**src/rtl/cfgaddr_pkg.sv**
```systemverilog
package cfgaddr_pkg;
    localparam int BUS_W    = 8;
    localparam int SLOT_W   = 5;
    localparam int FUNC_W   = 3;
    localparam int OFF_W    = 8;
    localparam int ADDR_W   = 24;   // 16 MB window
    localparam int MAP_W    = 16;
    localparam int MAP_SEL_LSB = 8; // first map bit usable as select

    localparam int FUNC_LSB = OFF_W;
    localparam int SLOT_LSB = FUNC_LSB + FUNC_W;
    localparam int BUS_LSB  = SLOT_LSB + SLOT_W;
    localparam int SEL_BASE = SLOT_LSB;                         // address bit of slot 0
    localparam int LOW_MAX  = ADDR_W - 1 - SEL_BASE;            // last slot in address
    localparam int SLOT_MAX = LOW_MAX + (MAP_W - MAP_SEL_LSB);  // last selectable slot

    localparam logic [2:0] CYC_CONFIG = 3'b101;

    typedef struct packed {
        logic [ADDR_W-1:0] addr;
        logic [MAP_W-1:0]  map;
        logic              err;
    } cfg_result_t;
endpackage

```
**src/rtl/cfgaddr_type0.sv**
```systemverilog
module cfgaddr_type0
    import cfgaddr_pkg::*;
(
    input  logic [SLOT_W-1:0] slot,
    input  logic [FUNC_W-1:0] func,
    input  logic [OFF_W-1:0]  offset,
    output cfg_result_t       res
);
    logic [ADDR_W-1:0] sel_addr;
    logic [MAP_W-1:0]  sel_map;

    // one-hot select in the address for low slots
    for (genvar i = 0; i < ADDR_W; i++) begin : g_asel
        if (i >= SEL_BASE) begin : g_on
            assign sel_addr[i] = (slot == SLOT_W'(i - SEL_BASE));
        end else begin : g_off
            assign sel_addr[i] = 1'b0;
        end
    end

    // one-hot select in the map word for high slots
    for (genvar j = 0; j < MAP_W; j++) begin : g_msel
        if (j >= MAP_SEL_LSB) begin : g_on
            assign sel_map[j] = (slot == SLOT_W'(LOW_MAX + 1 + j - MAP_SEL_LSB));
        end else begin : g_off
            assign sel_map[j] = 1'b0;
        end
    end

    always_comb begin
        res.addr = sel_addr;
        res.addr[SLOT_LSB-1:FUNC_LSB] = func;
        res.addr[OFF_W-1:0] = offset;
        res.map = sel_map;
        res.map[3:1] = CYC_CONFIG;
        res.map[0] = 1'b0;
        res.err = (slot > SLOT_W'(SLOT_MAX));
    end
endmodule

```
**src/rtl/cfgaddr_type1.sv**
```systemverilog
module cfgaddr_type1
    import cfgaddr_pkg::*;
(
    input  logic [BUS_W-1:0]  bus,
    input  logic [SLOT_W-1:0] slot,
    input  logic [FUNC_W-1:0] func,
    input  logic [OFF_W-1:0]  offset,
    output cfg_result_t       res
);
    always_comb begin
        res.addr = '0;
        res.addr[BUS_LSB+BUS_W-1:BUS_LSB] = bus;
        res.addr[SLOT_LSB+SLOT_W-1:SLOT_LSB] = slot;
        res.addr[SLOT_LSB-1:FUNC_LSB] = func;
        res.addr[OFF_W-1:0] = offset;
        res.map = '0;
        res.map[3:1] = CYC_CONFIG;
        res.map[0] = 1'b1;
        res.err = 1'b0;
    end
endmodule

```
**src/rtl/cfgaddr_ctrl.sv**
```systemverilog
module cfgaddr_ctrl (
    input  logic clk,
    input  logic rst_n,
    input  logic in_valid,
    input  logic out_ready,
    output logic in_ready,
    output logic out_valid,
    output logic load
);
    typedef enum logic [0:0] {ST_IDLE = 1'b0, ST_HOLD = 1'b1} state_t;
    state_t state, state_nx;

    always_comb begin
        state_nx = state;
        unique case (state)
            ST_IDLE: if (in_valid)  state_nx = ST_HOLD; // ACCEPT
            ST_HOLD: if (out_ready) state_nx = ST_IDLE; // RELEASE, else STALL
            default: state_nx = ST_IDLE;
        endcase
    end

    always_ff @(posedge clk) begin
        if (!rst_n) state <= ST_IDLE;
        else        state <= state_nx;
    end

    always_comb begin
        in_ready  = 1'b0;
        out_valid = 1'b0;
        load      = 1'b0;
        unique case (state)
            ST_IDLE: begin
                in_ready = 1'b1;
                load     = in_valid;
            end
            ST_HOLD: out_valid = 1'b1;
            default: ;
        endcase
    end
endmodule

```
**src/rtl/cfg_addr_gen.sv**
```systemverilog
module cfg_addr_gen
    import cfgaddr_pkg::*;
(
    input  logic              clk,
    input  logic              rst_n,
    input  logic              req_valid,
    output logic              req_ready,
    input  logic [BUS_W-1:0]  req_bus,
    input  logic [SLOT_W-1:0] req_slot,
    input  logic [FUNC_W-1:0] req_func,
    input  logic [OFF_W-1:0]  req_offset,
    output logic              rsp_valid,
    input  logic              rsp_ready,
    output logic [ADDR_W-1:0] rsp_addr,
    output logic [MAP_W-1:0]  rsp_map,
    output logic              rsp_err
);
    cfg_result_t res_t0, res_t1, res_sel, res_q;
    logic load;

    cfgaddr_ctrl u_ctrl (
        .clk(clk), .rst_n(rst_n),
        .in_valid(req_valid), .out_ready(rsp_ready),
        .in_ready(req_ready), .out_valid(rsp_valid), .load(load)
    );

    cfgaddr_type0 u_t0 (
        .slot(req_slot), .func(req_func), .offset(req_offset), .res(res_t0)
    );

    cfgaddr_type1 u_t1 (
        .bus(req_bus), .slot(req_slot), .func(req_func), .offset(req_offset), .res(res_t1)
    );

    assign res_sel = (req_bus == '0) ? res_t0 : res_t1;

    always_ff @(posedge clk) begin
        if (!rst_n)    res_q <= '0;
        else if (load) res_q <= res_sel;
    end

    assign rsp_addr = res_q.addr;
    assign rsp_map  = res_q.map;
    assign rsp_err  = res_q.err;
endmodule

```
**config.mk**
```make
export PLATFORM = sky130hd
export DESIGN_NAME = cfg_addr_gen
export DESIGN_NICKNAME = d
export VERILOG_FILES = /design/src/rtl/cfgaddr_pkg.sv /design/src/rtl/cfgaddr_type0.sv /design/src/rtl/cfgaddr_type1.sv /design/src/rtl/cfgaddr_ctrl.sv /design/src/rtl/cfg_addr_gen.sv
export SDC_FILE = /design/constraint.sdc
export NUM_CORES = 1
export LEC_CHECK = 0
export ABC_AREA = 1
export BUFFER_PORTS_ARGS = -buffer_cell sky130_fd_sc_hd__buf_2
export CAP_MARGIN = 5
export CORE_MARGIN = 2
export CORE_UTILIZATION = 47
export DETAILED_ROUTE_END_ITERATION = 8
export PLACE_DENSITY_LB_ADDON = 0.2
export REMOVE_ABC_BUFFERS = 1
export SETUP_SLACK_MARGIN = 0.02
export SLEW_MARGIN = 30
export SYNTH_ARGS = -nofsm -noshare
export SYNTH_HDL_FRONTEND = slang
export SYNTH_SLANG_ARGS = --single-unit
```
**constraint.sdc**
```tcl
create_clock -name clk -period 1.1 [get_ports clk]
set_input_delay 0.11 -clock clk [delete_from_list [all_inputs] [get_ports clk]]
set_output_delay 0.11 -clock clk [all_outputs]
set_load 0.05 [all_outputs]
```
# [Yosys cells after proc, flatten, opt, wreduce, memory -nomap -nowiden]
# Cells that the tools add are included.
[totals] reg_bits=42 wordCells=35
[classes] n_eq_ne=20 n_lt_le_gt_ge=1 n_bitwise=1 n_mux=7 n_reduce_logical=2
[op_table] operator="2-to-1 mux 41 bit" count=1
[op_table] operator="== test 5 x 4 -> 1 bit, second input constant" count=8
[op_table] operator="== test 5 bit, second input constant" count=5
[op_table] operator="== test 5 x 3 -> 1 bit, second input constant" count=4
[op_table] operator="== test 5 x 2 -> 1 bit, second input constant" count=2
[op_table] operator="zero test 8 bit" count=1
[op_table] operator="== test 5 x 1 -> 1 bit, second input constant" count=1
[op_table] operator="> comparator 5 bit, second input constant" count=1
[op_table] operator="zero test 5 bit" count=1
[op_table] operator="2-to-1 mux 1 bit" count=5
[op_table] operator="one-hot mux 1 bit (2 select lines)" count=1
[op_table] operator="NOT 1 bit" count=1

# [Logic depth before layout (Yosys ltp)]
[depth] word_depth=2 mapped_depth=8 ltp_nobuf=8

# [Modules after synthesis]
# From an unflattened synthesis, not the netlist that was laid out.
[unflattened] cells_unflattened=472 area_unflattened_um2=2939.1
[by_module_without_submodules] module="cfg_addr_gen" area_per_inst_um2=2254.7 seq_area_each_um2=820.8 instances=1 cells_each=361
[by_module_without_submodules] module="cfgaddr_type0" area_per_inst_um2=315.3 seq_area_each_um2=0.0 instances=1 cells_each=60
[by_module_without_submodules] module="cfgaddr_type1" area_per_inst_um2=315.3 seq_area_each_um2=0.0 instances=1 cells_each=43
[by_module_without_submodules] module="cfgaddr_ctrl" area_per_inst_um2=53.8 seq_area_each_um2=20.0 instances=1 cells_each=8

# [Worst setup path before layout]
# No wires, ideal clock.
[synth_timing] kind="register to register" start="reg u_ctrl.state" end="reg res_q, in the netlist rsp_map[15]" slack_ns=-0.517 setup_ns=0.069 period_less_slack_ns=1.617 stages_incl_launch_ff=6 arrival_ns=1.547 path_cell_list="dfxtp_1 inv_2 nand2_4 clkbuf_1 nand2_1 a21oi_2"
[synth_between] elab_chain_len=1
[synth_rtl] item="start: declaration" line="cfgaddr_ctrl.sv:11" text="state_t state, state_nx;"
[synth_rtl] item="start signal: assignment" line="cfgaddr_ctrl.sv:24" text="else state <= state_nx;"
[synth_rtl] item="2-to-1 mux 1 bit" line="cfgaddr_ctrl.sv:31" text="unique case (state)"
[synth_rtl] item="end signal: assignment" line="cfg_addr_gen.sv:39" text="else if (load) res_q <= res_sel;"
[synth_rtl] item="end: declaration" line="cfg_addr_gen.sv:18" text="cfg_result_t res_t0, res_t1, res_sel, res_q;"
# No other way between the ends.
# A chain may end at the register's enable or synchronous reset.

# [Worst setup path after layout]
[layout_timing] start="reg u_ctrl.state" end="reg res_q, in the netlist rsp_map[13]"
# Same word-level chain as after synthesis.

==> results.md <==
* EDFF count, synth at 0
* Syn. warnings at 0
* Max IR drop VDD at 0.945 mV
* M3 GR Usage at 5.21%
* Antenna viol nets, final at 0
* Die area at 0.00420 mm2
* Largest net degree at the start of global routing at 20
* Rows at 22
* Post-synth cell types at 24
* Layout Nets at 352
* Slew margin rel. at 61.3%
* Placement Cell Area at 0.00213 mm2
* Routed len/inst at 10.3 um
* Area of the multi-input gates at 837 um2
* Met2 GRT Util at 31.3%
* Final non-filler cell total at 373
* Power Total at 3.34 mW
* Post-CTS Hold Fix Bufs at 0
* Initial Utilization at 48.2%
* Failing checks: negative setup slack
* Least-Margin Pin Slew at 0.577 ns
* Ys flop type: dfxtp_1
* Post-synth top area cell: dfxtp_1
* Iter 0 DRT Violations at 66
* Syn avg cell area at 6.93 um2
* Most crowded layer after global routing: met2
* Final Util at 63.7%
* Pre-CTS WS at -0.0251 ns
* Most common cell in the netlist: nand2_1
* Hold WS at 0.0648 ns
* Final setup margin at -0.00323 ns
* IO Count at 71
* Fraction of layout cells with a size suffix above 1 at 34.2%
* Cell count after synthesis at 251
* # DRC at 0
* Placer Congestion at 0.868
* Final Skew at 0.00432 ns
* Num CTS Buffers at 5
* Ys async rst share at 0%
* Final worst path period share at 100%
* Total negative slack at -0.00414 ns
* Final WL at 3.83 mm
* Startpoint types: flop
* Crit end category: flop
* Worst hold path type: in -> reg
* Via density at 4.62
* Seq/Total Area, Yosys at 41.4%
* Endpoints failing hold at 0
* DR vias at 1725
* Vias in the first global route at 1529
* GRT Overall Usage at 19.9%
* Global-route wire length before repair at 6.53 mm
* Final setup fails at 2
* Worst-path clk slew at 0.07 ns
* Worst Path Required at 1.30 ns
* Die width at 64.8 um
* Post-layout min period at 1.10 ns
* Arrival time at the worst endpoint at 1.30 ns
* Max Root-Sink Buffers at 2
* Drt first pass iters at 4
* Maximum capacitance violations at 0
* Slew Viols, Final at 0
* Status: complete, but fails checks
* Fmax at 906 MHz
* Synth Register Bits at 36
* Power Dens Cells at 1450 mW/mm2
* Dpl cells at 362
* Post-route cell area at 0.00230 mm2
* IO buf count at 65
* Number of antenna violations at the first check in global routing at 0
* Synth top area cells: dfxtp_1 (41%), nand2_1 (12%), nor2_1 (9.7%)
* CTS root buf: clkbuf_8
* Estimated wirelength of the detail-placed design at 2.89 mm
* Most frequent cells after synthesis: nand2_1 (55), nor2_1 (45), dfxtp_1 (36)
* Clock Sinks at 36
* Area share of the largest cell type after synthesis at 41.4%
* Ant diodes at 0
* RSZ-0062 raised after global routing: yes
* Leakage power at 1.14 nW
* TritonCTS clock tree: yes
* Critical path class: reg -> reg
* Grt ovf at 0
* Core area at 0.00361 mm2
* Met1 usage at 26.1%
* Synthesized area at 0.00174 mm2
* Skew-Pair Late Insertion Delay at 0.29 ns
* Max H-tree Level at 2
* Area Growth Syn to Fin at 32.2%
* Chip height at 64.8 um
* Storage element area at 722 um2
* Final-layout fill cell count at 356
* Critical Path Fanout Max at 4
-- cells in the final DEF, fill, tap and decap left out, drive strengths merged --
| master | count |
|---|---|
| a21oi | 18 |
| buf | 78 |
| bufinv | 1 |
| clkbuf | 5 |
| clkinv | 4 |
| clkinvlp | 1 |
| conb | 5 |
| dfxtp | 36 |
| inv | 22 |
| mux2i | 1 |
| nand2 | 60 |
| nand3 | 17 |
| nand4 | 6 |
| nor2 | 53 |
| nor3b | 1 |
| o21a | 1 |
| o21ai | 16 |
-- worst max-delay path, stage by stage, from the launching register on --
cell     delay, ns
dfxtp_2       0.32
inv_2         0.07
nand2_4       0.08
buf_12        0.14
nor2_4        0.11
inv_2         0.05
nor2_1        0.08
nand2_1       0.06
a21oi_1       0.11
-- area by class of cell --
type	count	area share [%]
inverters	25	4.30
clock buffers	5	2.99
clock inverters	3	1.85
well taps	48	2.61
flip-flops and latches	36	31.4
multi-input cells	178	36.4
repair buffers	78	20.4
-- metal layers --
| layer | vias up | share of wire [%] |
|---|---|---|
| li1 | 923 | - |
| met1 | 747 | 48 |
| met2 | 49 | 44 |
| met3 | 6 | 6.2 |
| met4 | 0 | 1.6 |
| met5 | - | 0 |
-- state kept, by name, indices dropped and copies added, names as in the netlist --
register and flops:
u_ctrl.state 1, rsp_map 10, rsp_err 1, rsp_addr 24
-- logic make-up after synthesis --
family	Yosys count	share of synthesized area (%)
muxes	1	0.576
other	1	0.216
buffers and inverters	41	11.7
DFF	36	41.4
and+or+nand+nor	137	35.5
AOI/OAI and AO/OA	35	10.6
-- final timing paths --
| path | cells past startpoint | startpoint | endpoint | slack [ns] |
|---|---|---|---|---|
| setup reg to reg | 8 | u_ctrl.state | rsp_map[13] | -0.003 |
| setup / recovery | 8 | u_ctrl.state | rsp_map[13] | -0.003 |
| hold reg to reg | 2 | rsp_map[14] | rsp_map[14] | 0.46 |
| hold / removal | 3 | req_offset[0] | rsp_addr[0] | 0.06 |
-- timing repair --
item / in CTS / in global routing
pin swaps: 0 / 1
buffers inserted: 2 / 1
endpoints found under the hold margin: 0 / 0
setup endpoints to repair: 16 / 24
gates resized for setup: 6 / 8
-- where the power goes --
part / leakage, nW / total, mW / internal [mW] / switching [mW]
combinational: 0.789 / 0.799 / 0.231 / 0.567
clock: 0.0541 / 1.13 / 0.670 / 0.463
sequential: 0.296 / 1.41 / 1.38 / 0.0325
Note: power is estimated with default switching activity, not from simulation.
